$ cat src/rtl/sys_stack_pkg.sv
package sys_stack_pkg;
  typedef enum logic [1:0] {
    ST_IDLE     = 2'd0,
    ST_PUSH_HI  = 2'd1,
    ST_POP_HI   = 2'd2,
    ST_POP_DONE = 2'd3
  } stk_state_e;
endpackage

$ cat src/rtl/sys_stack_ptr.sv
module sys_stack_ptr #(
  parameter int unsigned SP_W = 8,
  parameter logic [SP_W-1:0] SP_TOP = '1
) (
  input  logic            clk_i,
  input  logic            rst_ni,
  input  logic            sw_we_i,
  input  logic [SP_W-1:0] sw_data_i,
  input  logic            dec2_i,
  input  logic            inc2_i,
  output logic [SP_W-1:0] sp_o
);
  localparam logic [SP_W-1:0] STEP = SP_W'(2);

  logic [SP_W-1:0] sp_q;

  always_ff @(posedge clk_i or negedge rst_ni) begin
    if (!rst_ni)      sp_q <= SP_TOP;
    else if (sw_we_i) sp_q <= sw_data_i;  // software write wins
    else if (dec2_i)  sp_q <= sp_q - STEP;
    else if (inc2_i)  sp_q <= sp_q + STEP;
  end

  assign sp_o = sp_q;


  sw_write_chk: assert property (@(posedge clk_i) disable iff (!rst_ni)
    sw_we_i |=> sp_q == $past(sw_data_i));
endmodule

$ cat src/rtl/sys_stack_flagq.sv
module sys_stack_flagq #(
  parameter int unsigned FW    = 4,
  parameter int unsigned DEPTH = 4
) (
  input  logic          clk_i,
  input  logic          rst_ni,
  input  logic          push_i,
  input  logic          pop_i,
  input  logic [FW-1:0] data_i,
  output logic [FW-1:0] top_o,
  output logic          full_o,
  output logic          empty_o
);
  localparam int unsigned CNT_W = $clog2(DEPTH + 1);
  localparam int unsigned IDX_W = (DEPTH > 1) ? $clog2(DEPTH) : 1;
  localparam logic [CNT_W-1:0] FULL_CNT = CNT_W'(DEPTH);

  logic [FW-1:0]    mem_q [DEPTH];
  logic [CNT_W-1:0] cnt_q;
  logic [CNT_W-1:0] top_idx;

  assign top_idx = cnt_q - CNT_W'(1);
  assign full_o  = (cnt_q == FULL_CNT);
  assign empty_o = (cnt_q == '0);
  assign top_o   = mem_q[top_idx[IDX_W-1:0]];

  always_ff @(posedge clk_i or negedge rst_ni) begin
    if (!rst_ni) begin
      cnt_q <= '0;
      for (int i = 0; i < int'(DEPTH); i++) mem_q[i] <= '0;
    end else if (push_i && !full_o) begin
      mem_q[cnt_q[IDX_W-1:0]] <= data_i;
      cnt_q <= cnt_q + CNT_W'(1);
    end else if (pop_i && !empty_o) begin
      cnt_q <= top_idx;
    end
  end


  flag_depth_chk: assert property (@(posedge clk_i) disable iff (!rst_ni)
    cnt_q <= FULL_CNT);

  flag_no_ovr_chk: assert property (@(posedge clk_i) disable iff (!rst_ni)
    push_i |-> !full_o);

  flag_no_und_chk: assert property (@(posedge clk_i) disable iff (!rst_ni)
    pop_i |-> !empty_o);
endmodule

$ cat src/rtl/sys_stack.sv
module sys_stack
  import sys_stack_pkg::*;
#(
  parameter int unsigned ADDR_W      = 16,
  parameter int unsigned SP_W        = 8,
  parameter int unsigned FW          = 4,
  parameter int unsigned FLAG_DEPTH  = 4,
  parameter logic [ADDR_W-SP_W-1:0] PAGE = '1,
  parameter logic [SP_W-1:0] SP_TOP  = '1
) (
  input  logic              clk_i,
  input  logic              rst_ni,
  input  logic              call_i,
  input  logic              irq_i,
  input  logic              ret_i,
  input  logic              reti_i,
  input  logic [15:0]       pc_i,
  input  logic [FW-1:0]     flags_i,
  input  logic              sp_we_i,
  input  logic [SP_W-1:0]   sp_wdata_i,
  output logic [SP_W-1:0]   sp_o,
  output logic [ADDR_W-1:0] ram_addr_o,
  output logic [7:0]        ram_wdata_o,
  output logic              ram_we_o,
  output logic              ram_re_o,
  input  logic [7:0]        ram_rdata_i,
  output logic [15:0]       pc_o,
  output logic              pc_valid_o,
  output logic [FW-1:0]     flags_o,
  output logic              flags_valid_o,
  output logic              busy_o,
  output logic              ovf_o,
  output logic              unf_o
);
  localparam logic [SP_W-1:0] ONE = SP_W'(1);
  localparam logic [SP_W-1:0] TWO = SP_W'(2);

  stk_state_e      state_q, state_d;
  logic [SP_W-1:0] sp;
  logic [SP_W-1:0] addr_lo;
  logic            idle;
  logic            do_irq, do_call, do_reti, do_ret;
  logic            push_req, pop_req, push_bad, pop_bad, push_ok, pop_ok;
  logic            fq_full, fq_empty, fq_pop;
  logic [FW-1:0]   fq_top;
  logic [7:0]      hi_q, lo_q;
  logic            reti_q;
  logic [15:0]     pc_q;
  logic            pcv_q, fv_q, ovf_q, unf_q;
  logic [FW-1:0]   flags_q;

  assign idle    = (state_q == ST_IDLE);
  assign do_irq  = idle && irq_i;
  assign do_call = idle && !irq_i && call_i;
  assign do_reti = idle && !irq_i && !call_i && reti_i;
  assign do_ret  = idle && !irq_i && !call_i && !reti_i && ret_i;

  assign push_req = do_irq || do_call;
  assign pop_req  = do_reti || do_ret;
  assign push_bad = push_req && ((sp < TWO) || (do_irq && fq_full));
  assign pop_bad  = pop_req && ((sp >= SP_TOP - ONE) || (do_reti && fq_empty));
  assign push_ok  = push_req && !push_bad;
  assign pop_ok   = pop_req && !pop_bad;
  assign fq_pop   = (state_q == ST_POP_DONE) && reti_q;

  sys_stack_ptr #(.SP_W(SP_W), .SP_TOP(SP_TOP)) u_ptr (
    .clk_i     (clk_i),
    .rst_ni    (rst_ni),
    .sw_we_i   (sp_we_i),
    .sw_data_i (sp_wdata_i),
    .dec2_i    (state_q == ST_PUSH_HI),
    .inc2_i    (pop_ok),
    .sp_o      (sp)
  );

  sys_stack_flagq #(.FW(FW), .DEPTH(FLAG_DEPTH)) u_flagq (
    .clk_i   (clk_i),
    .rst_ni  (rst_ni),
    .push_i  (do_irq && push_ok),
    .pop_i   (fq_pop),
    .data_i  (flags_i),
    .top_o   (fq_top),
    .full_o  (fq_full),
    .empty_o (fq_empty)
  );

  always_comb begin
    state_d     = state_q;
    ram_we_o    = 1'b0;
    ram_re_o    = 1'b0;
    addr_lo     = sp;
    ram_wdata_o = hi_q;
    unique case (state_q)
      ST_IDLE: begin
        if (push_ok) begin
          ram_we_o    = 1'b1;
          ram_wdata_o = pc_i[7:0];
          state_d     = ST_PUSH_HI;
        end else if (pop_ok) begin
          ram_re_o = 1'b1;
          addr_lo  = sp + TWO;  // pointer moves up first
          state_d  = ST_POP_HI;
        end
      end
      ST_PUSH_HI: begin
        ram_we_o = 1'b1;
        addr_lo  = sp - ONE;
        state_d  = ST_IDLE;
      end
      ST_POP_HI: begin
        ram_re_o = 1'b1;
        addr_lo  = sp - ONE;
        state_d  = ST_POP_DONE;
      end
      ST_POP_DONE: state_d = ST_IDLE;
      default:     state_d = ST_IDLE;
    endcase
  end

  assign ram_addr_o = {PAGE, addr_lo};

  always_ff @(posedge clk_i or negedge rst_ni) begin
    if (!rst_ni) begin
      state_q <= ST_IDLE;
      hi_q    <= '0;
      lo_q    <= '0;
      reti_q  <= 1'b0;
      pc_q    <= '0;
      pcv_q   <= 1'b0;
      fv_q    <= 1'b0;
      ovf_q   <= 1'b0;
      unf_q   <= 1'b0;
      flags_q <= '0;
    end else begin
      state_q <= state_d;
      ovf_q   <= push_bad;
      unf_q   <= pop_bad;
      pcv_q   <= 1'b0;
      fv_q    <= 1'b0;
      if (push_ok) hi_q <= pc_i[15:8];
      if (pop_ok)  reti_q <= do_reti;
      if (state_q == ST_POP_HI) lo_q <= ram_rdata_i;
      if (state_q == ST_POP_DONE) begin
        pc_q  <= {ram_rdata_i, lo_q};
        pcv_q <= 1'b1;
        if (reti_q) begin
          flags_q <= fq_top;
          fv_q    <= 1'b1;
        end
      end
    end
  end

  assign sp_o          = sp;
  assign pc_o          = pc_q;
  assign pc_valid_o    = pcv_q;
  assign flags_o       = flags_q;
  assign flags_valid_o = fv_q;
  assign busy_o        = !idle;
  assign ovf_o         = ovf_q;
  assign unf_o         = unf_q;


  push_step_chk: assert property (@(posedge clk_i) disable iff (!rst_ni)
    (state_q == ST_PUSH_HI && !sp_we_i) |=> sp == $past(sp) - TWO);

  pop_step_chk: assert property (@(posedge clk_i) disable iff (!rst_ni)
    (state_q == ST_IDLE && ram_re_o && !sp_we_i) |=> sp == $past(sp) + TWO);

  pc_valid_chk: assert property (@(posedge clk_i) disable iff (!rst_ni)
    $rose(pc_valid_o) |-> $past(state_q == ST_POP_DONE));

  no_overflow_chk: assert property (@(posedge clk_i) disable iff (!rst_ni)
    (ovf_o && !$past(sp_we_i)) |-> $stable(sp) && $past(!ram_we_o));

  no_underflow_chk: assert property (@(posedge clk_i) disable iff (!rst_ni)
    (unf_o && !$past(sp_we_i)) |-> $stable(sp) && $past(!ram_re_o));

  flags_hold_chk: assert property (@(posedge clk_i) disable iff (!rst_ni)
    !flags_valid_o |-> $stable(flags_o));

  strobe_excl_chk: assert property (@(posedge clk_i) disable iff (!rst_ni)
    !(ram_we_o && ram_re_o));
endmodule

$ cat config.mk
export PLATFORM = sky130hd
export DESIGN_NAME = sys_stack
export DESIGN_NICKNAME = d
export VERILOG_FILES = /design/src/rtl/sys_stack_pkg.sv /design/src/rtl/sys_stack_ptr.sv /design/src/rtl/sys_stack_flagq.sv /design/src/rtl/sys_stack.sv
export SDC_FILE = /design/constraint.sdc
export NUM_CORES = 1
export LEC_CHECK = 0
export BUFFER_PORTS_ARGS = -buffer_cell sky130_fd_sc_hd__buf_2
export CAP_MARGIN = 10
export CORE_MARGIN = 3
export CORE_UTILIZATION = 35
export CTS_BUF_LIST = sky130_fd_sc_hd__clkbuf_8
export DETAILED_ROUTE_END_ITERATION = 10
export GPL_TIMING_DRIVEN = 1
export HOLD_SLACK_MARGIN = 0.15
export PLACE_DENSITY = 0.59
export SLEW_MARGIN = 10
export SYNTH_ARGS = -nofsm -noshare
export SYNTH_HDL_FRONTEND = slang
export SYNTH_HIERARCHICAL = 1
export SYNTH_SLANG_ARGS = --single-unit
$ cat constraint.sdc
create_clock -name clk_i -period 3.3 [get_ports clk_i]
set_clock_uncertainty 0.1 [all_clocks]
set_input_delay 0.165 -clock clk_i [delete_from_list [all_inputs] [get_ports clk_i]]
set_output_delay 0.165 -clock clk_i [all_outputs]
set_load 0.02 [all_outputs]
# Yosys cells after proc, flatten, opt, wreduce, memory -nomap -nowiden
# Cells that the tools add are included.
# totals
reg_bits	70
inputBits	43
# op_classes
n_addsub	5
order_cmp	5
eq_ne	5
muxes	26
bitwise	2
n_reduce_logical	36
# ops
cell	n
two-way mux 8 bit	6
logical AND 1 bit	18
bitwise mux 16 bit	1
one-hot mux 8 bit (2 select lines)	1
two-way mux 4 bit	3
adder 8 x 2 -> 8 bit (second input constant)	1
binary-select mux 4 bit (select 2 bit)	1
demux 4 bit (select 2 bit)	1
>= comparator 8 bit (second input constant)	1
logical NOT 1 bit	8
< comparator 8 x 2 -> 1 bit (second input constant)	1
subtractor 8 x 1 -> 8 bit (second input constant)	1
subtractor 8 x 2 -> 8 bit (second input constant)	1
>= comparator 3 bit (second input constant)	2
two-way mux 1 bit	6
two-way mux 3 bit	2
inverter 2 -> 3 bit	2
one-hot mux 2 bit (3 select lines)	1
== test 2 bit (second input constant)	2
logical OR 1 bit	4
two-way mux 2 bit	2
one-hot mux 1 bit (2 select lines)	2
OR reduction 2 bit	2
adder 3 x 1 -> 3 bit (second input constant)	1
9 further kinds	9

# Depth between registers and ports, before layout
# Gate-level depths: netlist of run 1.
# logic_depth
word_depth	12
mapped_depth	14
mapped_depth_nobuf	12

# Modules after synthesis
# Netlist of run 1, hierarchy kept.
# modules_own_cells
mod	instances	cells_each	area_per_inst_um2
sys_stack	1	219	2483.6
sys_stack_flagq	1	73	1001.0
sys_stack_ptr	1	63	620.6

# Worst setup path before layout of run 1
# No wires, ideal clock.
# synth_path
path_type	reg2reg
start	register u_flagq.cnt_q[0]
end	register u_ptr.sp_q[2] (netlist: u_ptr/sp_o[2])
setup_time_ps	82
arrival_time_ps	2501
setup_slack_ps	617
stages_incl_launch_ff	15
n_path_buf	2
synth_period_minus_slack_ps	2683
cell_sequence	dfrtp_1 clkbuf_2 inv_1 ha_1 nand2b_2 inv_1 nor2b_1 o21ai_1 or2_2 inv_1 nor2_1 buf_4 nand2_1 o21ai_0 mux2_2
# synth_via
elab_chain_len	9
# synth_rtl
item	line	rtl
from (decl)	sys_stack_flagq.sv:19	logic [CNT_W-1:0] cnt_q;
from (signal assigned)	sys_stack_flagq.sv:33	cnt_q <= cnt_q + CNT_W'(1);
from (signal assigned)	sys_stack_flagq.sv:35	cnt_q <= top_idx;
logical NOT 3 bit	sys_stack_flagq.sv:24	assign empty_o = (cnt_q == '0);
via fq_empty	sys_stack.sv:44	logic fq_full, fq_empty, fq_pop;
logical AND 1 bit	sys_stack.sv:61	assign pop_bad = pop_req && ((sp >= SP_TOP - ONE) || (do_reti && fq_empty));
logical OR 1 bit	sys_stack.sv:61	
logical AND 1 bit	sys_stack.sv:61	
logical NOT 1 bit	sys_stack.sv:63	assign pop_ok = pop_req && !pop_bad;
logical AND 1 bit	sys_stack.sv:63	
via pop_ok	sys_stack.sv:43	logic push_req, pop_req, push_bad, pop_bad, push_ok, pop_ok;
two-way mux 8 bit (3 in series)	-	
to (signal assigned)	sys_stack_ptr.sv:19	else if (sw_we_i) sp_q <= sw_data_i;
to (signal assigned)	sys_stack_ptr.sv:20	else if (dec2_i) sp_q <= sp_q - STEP;
to (signal assigned)	sys_stack_ptr.sv:21	else if (inc2_i) sp_q <= sp_q + STEP;
to (decl)	sys_stack_ptr.sv:15	logic [SP_W-1:0] sp_q;
# The timed path passes the listed nets, and every way through them passes these cells.
# A chain may end at the register's enable or synchronous reset.

# Final worst setup path of run 1
# layout_path
start	register u_flagq.cnt_q[1]
end	register u_ptr.sp_q[5] (netlist: u_ptr/sp_o[5])
# Same word-level chain as after synthesis.

==> run_results.csv, run 1 <==
group,metric,value,unit
worst_setup_path,ff2ff_setup_slack,0.20,ns
logic_synthesis,synth_adder_area_share,6.28,%
timing,drv_slew,0,
power,p_seq_share,27.6,%
timing,hold_violations,0,
die,coreArea,11100,um^2
worst_setup_path,cp_common_cell,"inv_1",
worst_setup_path,reg2regPathDepth,14,
timing,fin_ws,0.204,ns
worst_setup_path,slowest_delay,0.57,ns
logic_synthesis,async_flop_share,100,%
grt,antenna_found_initial,0,
logic_synthesis,ys.flop_type,"dfrtp_1",
power,p_leak,2.53,nW
grt,grt_max_degree,37,
timing,fin_tns_setup,0,ns
power,irDropWorstVdd,552,uV
worst_setup_path,endpoint_kind,"register",
cells_and_area,instances_no_fill,644,
worst_setup_path,startpoint_type,"register",
timing,period_needed,3.10,ns
die,start_util,36.9,%
worst_setup_path,crit_chain,"inv_1, ha_4, nand2b_2, inv_1, nor2b_1, o21ai_1, or2_2, inv_1, nor2_1, buf_4, nor3b_1, mux2_4, a221oi_2, dlygate4sd3_1",
logic_synthesis,synth_edf_count,0,
cts,htreeDepth,3,
logic_synthesis,syn_inst,355,
placed_design,dp_slack,0.488,ns
worst_hold_path,holdPathStages,5,
cts,cts_root_buffer,"clkbuf_8",
worst_setup_path,cp_slowest_cell,"dlygate4sd3_1",
die,die_y,114,um
logic_synthesis,syn_avg_cell_area,11.6,um^2
cts,clk_pin_slew,0.10,ns
placed_design,gp_congestion,0.824,
cells_and_area,diodes,0,
timing,fmax,0.323,GHz
worst_setup_path,path_class,"reg -> reg",
cts,cts_buffers,9,
detailed_routing,via_per_inst,5.11,
cts,worstSkewPairLatency,0.37,ns
job,maxCapViolCount,0,
cts,cts_tree,"done",
die,rows,38,
placed_design,io_buffers,93,
power,p_int,3.44,mW
logic_synthesis,synth_top_family_by_area,"multiplexers",
detailed_routing,wire_per_inst,15.3,um
logic_synthesis,synth_top_area_share,37.8,%
die,dieArea,13100,um^2
logic_synthesis,ys_ff_latch,70,
worst_hold_path,whs_endpoint,"reti_q",
cells_and_area,layout-drive-gt1-share,44.4,%
grt,grt_pass1_vias,3328,
timing,tightest_slew,0.844,ns
grt,grt_usage,15.8,%
grt,overflow,0,
detailed_routing,detail-route-antenna-nets,0,
power,swShare,41.6,%
timing,relSlewSlack,43.3,%
logic_synthesis,synthXorXnorAreaFrac,1.28,%
timing,fin_crit_sh,93.8,%
logic_synthesis,synth.top_cells.by_area,"dfrtp_1 (38%), mux2_2 (16%), ha_1 (5.8%)",
worst_setup_path,cp_data_required_time,3.52,ns
detailed_routing,vias,3291,
die,chipWidth,114,um
logic_synthesis,seq_area_frac_synth,42.9,%
outcome,outcome,"finished, final reports clean",
detailed_routing,drc_errors,0,
logic_synthesis,synth_area_leader_cell,"dfrtp_1",
power,pwr-share-clk,15.7,%
cts,clock_sinks,70,
power,comb_power_share,56.7,%
detailed_routing,drt_iter0_drc,91,
logic_synthesis,synthMuxAreaShare,21.5,%
cells_and_area,fin_util,49.0,%
worst_setup_path,rr_endpoint,"u_ptr/sp_o[5]",
cells_and_area,final_common_cell,"buf_2",
logic_synthesis,yosys_warnings,6,
cells_and_area,syn2layout_area_growth,32.8,%
die,num_io_pins,102,
power,switchingPower,2.45,mW
placed_design,place_inst,584,
logic_synthesis,synth_compound_area_share,12.4,%
logic_synthesis,synthSimpleGateAreaFrac,10.5,%
cells_and_area,multi_input_comb_area,2190,um^2
worst_setup_path,crit_start,"u_flagq/cnt_q[1]",
power,finalPower,5.88,mW
worst_hold_path,hp-start,"irq_i",
cts,clockBufferDepth,2,
placed_design,hpwlAfterDp,6910,um
grt,grt_first_pass_wirelength,16400,um
cells_and_area,fillers,1009,
worst_hold_path,hold_class,"in -> reg",
logic_synthesis,syn_area,4110,um^2
timing,setup_viol,0,
logic_synthesis,synth_cell_types,67,
worst_setup_path,cp_data_arrival_time,3.31,ns
detailed_routing,drtPass1Iterations,5,
power,power_per_cell_area,1080,nW/um^2
cells_and_area,final_cell_mix,"buf_2 (93), dfrtp_1 (61), mux2_2 (59)",
cells_and_area,regArea,1770,um^2
worst_setup_path,crit_path_max_fanout,13,
cells_and_area,nets,563,
detailed_routing,drt-total-wl,9830,um
worst_setup_path,r2r-start,"u_flagq/cnt_q[1]",
[per-layer routing]
layer	GRT usage, %	up-vias	wire length (um)
li1	-	1561	-
met1	20.7	1607	4480
met2	24.1	110	4460
met3	5.97	13	734
met4	5.23	0	154
met5	0	-	0
[flip-flops by register name, summed over array words and instances (netlist names)]
register and count:
flags_valid_o 1, reti_q 1, flags_o 4, u_ptr/sp_o 8, state_q 2, hi_q 8
u_flagq/mem_q 16, ovf_o 1, pc_valid_o 1, u_flagq/cnt_q 3, unf_o 1, pc_o 16
lo_q 8
[power by group through the flow]
| stage | Combinational [mW] | Sequential, mW | Clock (mW) |
|---|---|---|---|
| 2_1_floorplan | 2.21 | 1.77 | 0 |
| 3_3_place_gp | 3.19 | 1.63 | 0 |
| 3_5_place_dp | 3.23 | 1.65 | 0 |
| 4_1_cts | 3.29 | 1.64 | 0.950 |
| 5_1_grt | 3.64 | 1.69 | 0.991 |
| 6_report | 3.33 | 1.62 | 0.922 |
[cells in the mapped netlist, drive strengths merged, types with 2 or more instances]
| cell | instances |
|---|---|
| dfstp | 8 |
| o21ai | 14 |
| and2 | 2 |
| o311ai | 2 |
| or2 | 3 |
| a21o | 3 |
| dfrtp | 62 |
| o21a | 2 |
| nor3b | 4 |
| a211o | 2 |
| a21boi | 3 |
| o21bai | 2 |
| nand3b | 2 |
| nor4 | 2 |
| nor2b | 4 |
| clkbuf | 8 |
| o221ai | 3 |
| xnor2 | 3 |
| or3 | 4 |
| ha | 19 |
| inv | 21 |
| mux2 | 67 |
| or4 | 3 |
| nand3 | 5 |
| o211ai | 4 |
| nor3 | 5 |
| a21oi | 15 |
| nor2 | 10 |
| xor2 | 3 |
| nand2b | 5 |
| mux4 | 4 |
| o2111ai | 2 |
| nand2 | 25 |
| buf | 12 |
| a221oi | 3 |
[metrics by stage]
stage | hold slack [ns] | cell area (um^2)
after global placement | 0.200 | 4730
after CTS | 0.260 | 5390
after floorplan | -0.231 | 4130
final | 0.307 | 5450
after detailed placement | 0.207 | 4730
after global routing | 0.330 | 5450
[worst max-delay path by stage]
stage                        to  slack (ns)
6_report          u_ptr/sp_o[5]        0.20
5_1_grt           u_ptr/sp_o[5]      -0.003
4_1_cts           u_ptr/sp_o[5]        0.07
3_5_place_dp   u_flagq/mem_q[6]        0.49
3_3_place_gp      u_ptr/sp_o[5]        0.62
2_1_floorplan     u_ptr/sp_o[2]        0.62
[cell type report]
type / instances / share of cell area, %
Multi-Input combinational cell: 250 / 40.1
Sequential cell: 70 / 32.4
Timing Repair Buffer: 147 / 18.0
Tap cell: 140 / 3.21
Clock inverter: 6 / 2.46
Clock buffer: 9 / 2.27
Inverter: 22 / 1.51
[kinds of logic (layout without fill, tap and decap cells)]
family                     Yosys count  after routing
adders and majority gates           20             20
muxes                               72             72
AOI/OAI and AO/OA                   66             66
buffers and inverters               42            184
other                                1              8
xor gates and xnor gates             6              6
and+or+nand+nor                     78             78
DFF                                 70             70
[worst max-delay path, delay by kind of cell (launching register included)]
family	cells	cell delay, ns
buf+inv	5	1.11
mux	1	0.28
compound gates	2	0.36
flops	1	0.45
fa+ha+maj	1	0.21
simple gates	5	0.54
[repair_timing]
| item | in CTS | in global routing |
|---|---|---|
| buffers inserted | 0 | 5 |
| gates resized for setup | 0 | 6 |
| hold buffers | 40 | 0 |
| setup endpoints to repair | 0 | 2 |
| hold endpoints to repair | 85 | 0 |
Power figures use the tool's default switching activity.
==> inputs of run 2 (changes only) <==
--- a/config.mk
+++ b/config.mk
@@ -13,7 +13,7 @@
 export DETAILED_ROUTE_END_ITERATION = 10
 export GPL_TIMING_DRIVEN = 1
 export HOLD_SLACK_MARGIN = 0.15
-export PLACE_DENSITY = 0.59
+export PLACE_DENSITY = 0.68
 export SLEW_MARGIN = 10
 export SYNTH_ARGS = -nofsm -noshare
 export SYNTH_HDL_FRONTEND = slang
==> constraint.sdc (replaced) <==
create_clock -name clk_i -period 3.2 [get_ports clk_i]
set_clock_uncertainty 0.1 [all_clocks]
set_input_delay 0.16 -clock clk_i [delete_from_list [all_inputs] [get_ports clk_i]]
set_output_delay 0.16 -clock clk_i [all_outputs]
set_load 0.02 [all_outputs]
==> run_results.csv, run 2 (synthesized netlist as in run 1, its figures left out) <==
group,metric,value,unit
outcome,outcome,"finished, final reports clean",
detailed_routing,drt_iter0_drc,159,
timing,period_needed,2.96,ns
timing,setup_viol,0,
cells_and_area,fin_util,48.1,%
power,irDropWorstVdd,552,uV
worst_setup_path,cp_slowest_cell,"dfrtp_1",
worst_hold_path,hold_class,"in -> reg",
cts,postCtsSetupBuffers,0,
cts,worstSkewPairLatency,0.35,ns
worst_setup_path,cp_data_arrival_time,2.70,ns
timing,fin_crit_sh,92.4,%
detailed_routing,via_per_inst,5.10,
detailed_routing,drtPass1Iterations,4,
cells_and_area,layout-drive-gt1-share,44.2,%
die,dieArea,13100,um^2
power,p_leak,2.49,nW
cells_and_area,syn2layout_area_growth,30.3,%
power,power_per_cell_area,1100,nW/um^2
cts,clk_pin_slew,0.08,ns
detailed_routing,drt-total-wl,9950,um
placed_design,gp_congestion,0.835,
timing,fin_tns_setup,0,ns
placed_design,dp_slack,0.370,ns
cts,clockBufferDepth,2,
grt,antenna_found_initial,0,
worst_setup_path,slowest_delay,0.41,ns
detailed_routing,wire_per_inst,15.5,um
grt,grt_usage,16.1,%
die,rows,38,
timing,fin_ws,0.244,ns
cells_and_area,fillers,1021,
placed_design,io_buffers,93,
timing,hold_violations,0,
timing,tightest_slew,1.05,ns
cells_and_area,nets,558,
cells_and_area,diodes,0,
cts,cts_root_buffer,"clkbuf_8",
cts,cts_buffers,9,
die,start_util,36.9,%
timing,rsz0062_at_grt,"false",
timing,fmax,0.338,GHz
cells_and_area,final_common_cell,"buf_2",
die,num_io_pins,102,
worst_setup_path,crit_path_max_fanout,19,
die,die_y,114,um
grt,overflow,0,
worst_setup_path,crit_chain,"inv_1, ha_2, clkinvlp_4, a2111oi_4, buf_4, mux2_2, buf_2",
detailed_routing,detail-route-antenna-nets,0,
timing,hold_slack,0.295,ns
die,chipWidth,114,um
worst_setup_path,path_class,"reg -> out",
detailed_routing,drc_errors,0,
worst_setup_path,endpoint_kind,"output pin",
cts,cts_tree,"done",
die,coreArea,11100,um^2
grt,grt_pass1_vias,3293,
cells_and_area,final_cell_mix,"buf_2 (93), dfrtp_1 (61), mux2_2 (59)",
worst_setup_path,startpoint_type,"register",
cts,htreeDepth,3,
placed_design,hpwlAfterDp,6970,um
cts,clock_sinks,70,
worst_setup_path,cp_data_required_time,2.94,ns
grt,grt_max_degree,49,
timing,drv_slew,0,
timing,relSlewSlack,30.1,%
detailed_routing,vias,3265,
grt,grt_first_pass_wirelength,16500,um
job,maxCapViolCount,0,
## run 2: cell types whose count changed in the layout (fill, tap and decap cells not counted), sizes merged
cell / before / now
inv: 22 / 23
dlygate4sd3: 40 / 39
clkinvlp: 0 / 1
bufinv: 4 / 2
clkbuf: 9 / 10
buf: 107 / 103
## run 2: power breakdown
| part | total [mW] | internal, mW | leakage, nW | switching (mW) |
|---|---|---|---|---|
| logic | 3.41 | 1.57 | 1.53 | 1.84 |
| registers | 1.69 | 1.34 | 0.843 | 0.346 |
| clock network | 0.783 | 0.452 | 0.119 | 0.332 |
## run 2: per-layer routing
metal / part of all wire, % / global-route usage [%] / wire length [um] / up-vias
met3: 5.4 / 4.39 / 540 / 19
met4: 2.6 / 6.57 / 263 / 0
met1: 44 / 20.9 / 4350 / 1594
met2: 48 / 25.3 / 4800 / 97
li1: - / - / - / 1555
met5: 0 / 0 / 0 / -
## run 2: repair_timing
action                     4_1_cts  5_1_grt
hold endpoints to repair        97        0
setup endpoints to repair        0       11
gates resized for setup          0        6
hold buffers                    39        0
## run 2: critical path: cells and delay by family (launching register included)
family | cells | cell delay [ns]
compound gates | 1 | 0.38
fa+ha+maj | 1 | 0.29
buf+inv | 4 | 0.88
flops | 1 | 0.41
mux | 1 | 0.37
## run 2: area by class of cell
class                      instances  area (um^2)  share of cell area (%)
clock buffer                      10          138                    2.57
clock inverter                     6         77.6                    1.45
inverter                          22         86.3                    1.61
multi-input combinational        250         2180                    40.7
sequential                        70         1760                    33.0
tap                              140          175                    3.27
timing repair buffer             142          931                    17.4
## run 2: path summary, 6_finish.rpt
path,from,endpoint,slack [ns],cells past startpoint
worst max-delay path,state_q[1],ram_wdata_o[7],0.24,7
worst min-delay path,irq_i,reti_q,0.29,5
worst max register to register,state_q[1],u_ptr/sp_o[1],0.28,11
worst min register to register,pc_o[2],pc_o[2],0.40,1
max in group asynchronous,rst_ni,u_ptr/sp_o[2],1.70,3
min in group asynchronous,rst_ni,u_flagq/mem_q[5],0.43,2
## run 2: per-stage QoR
step	instance area, um^2	std cells	total power, mW
global route	5350	640	6.32
finish	5350	640	5.88
detailed placement	4730	585	5.02
CTS	5330	640	5.89
global placement	4730	585	4.93
floorplan	4130	362	4.10
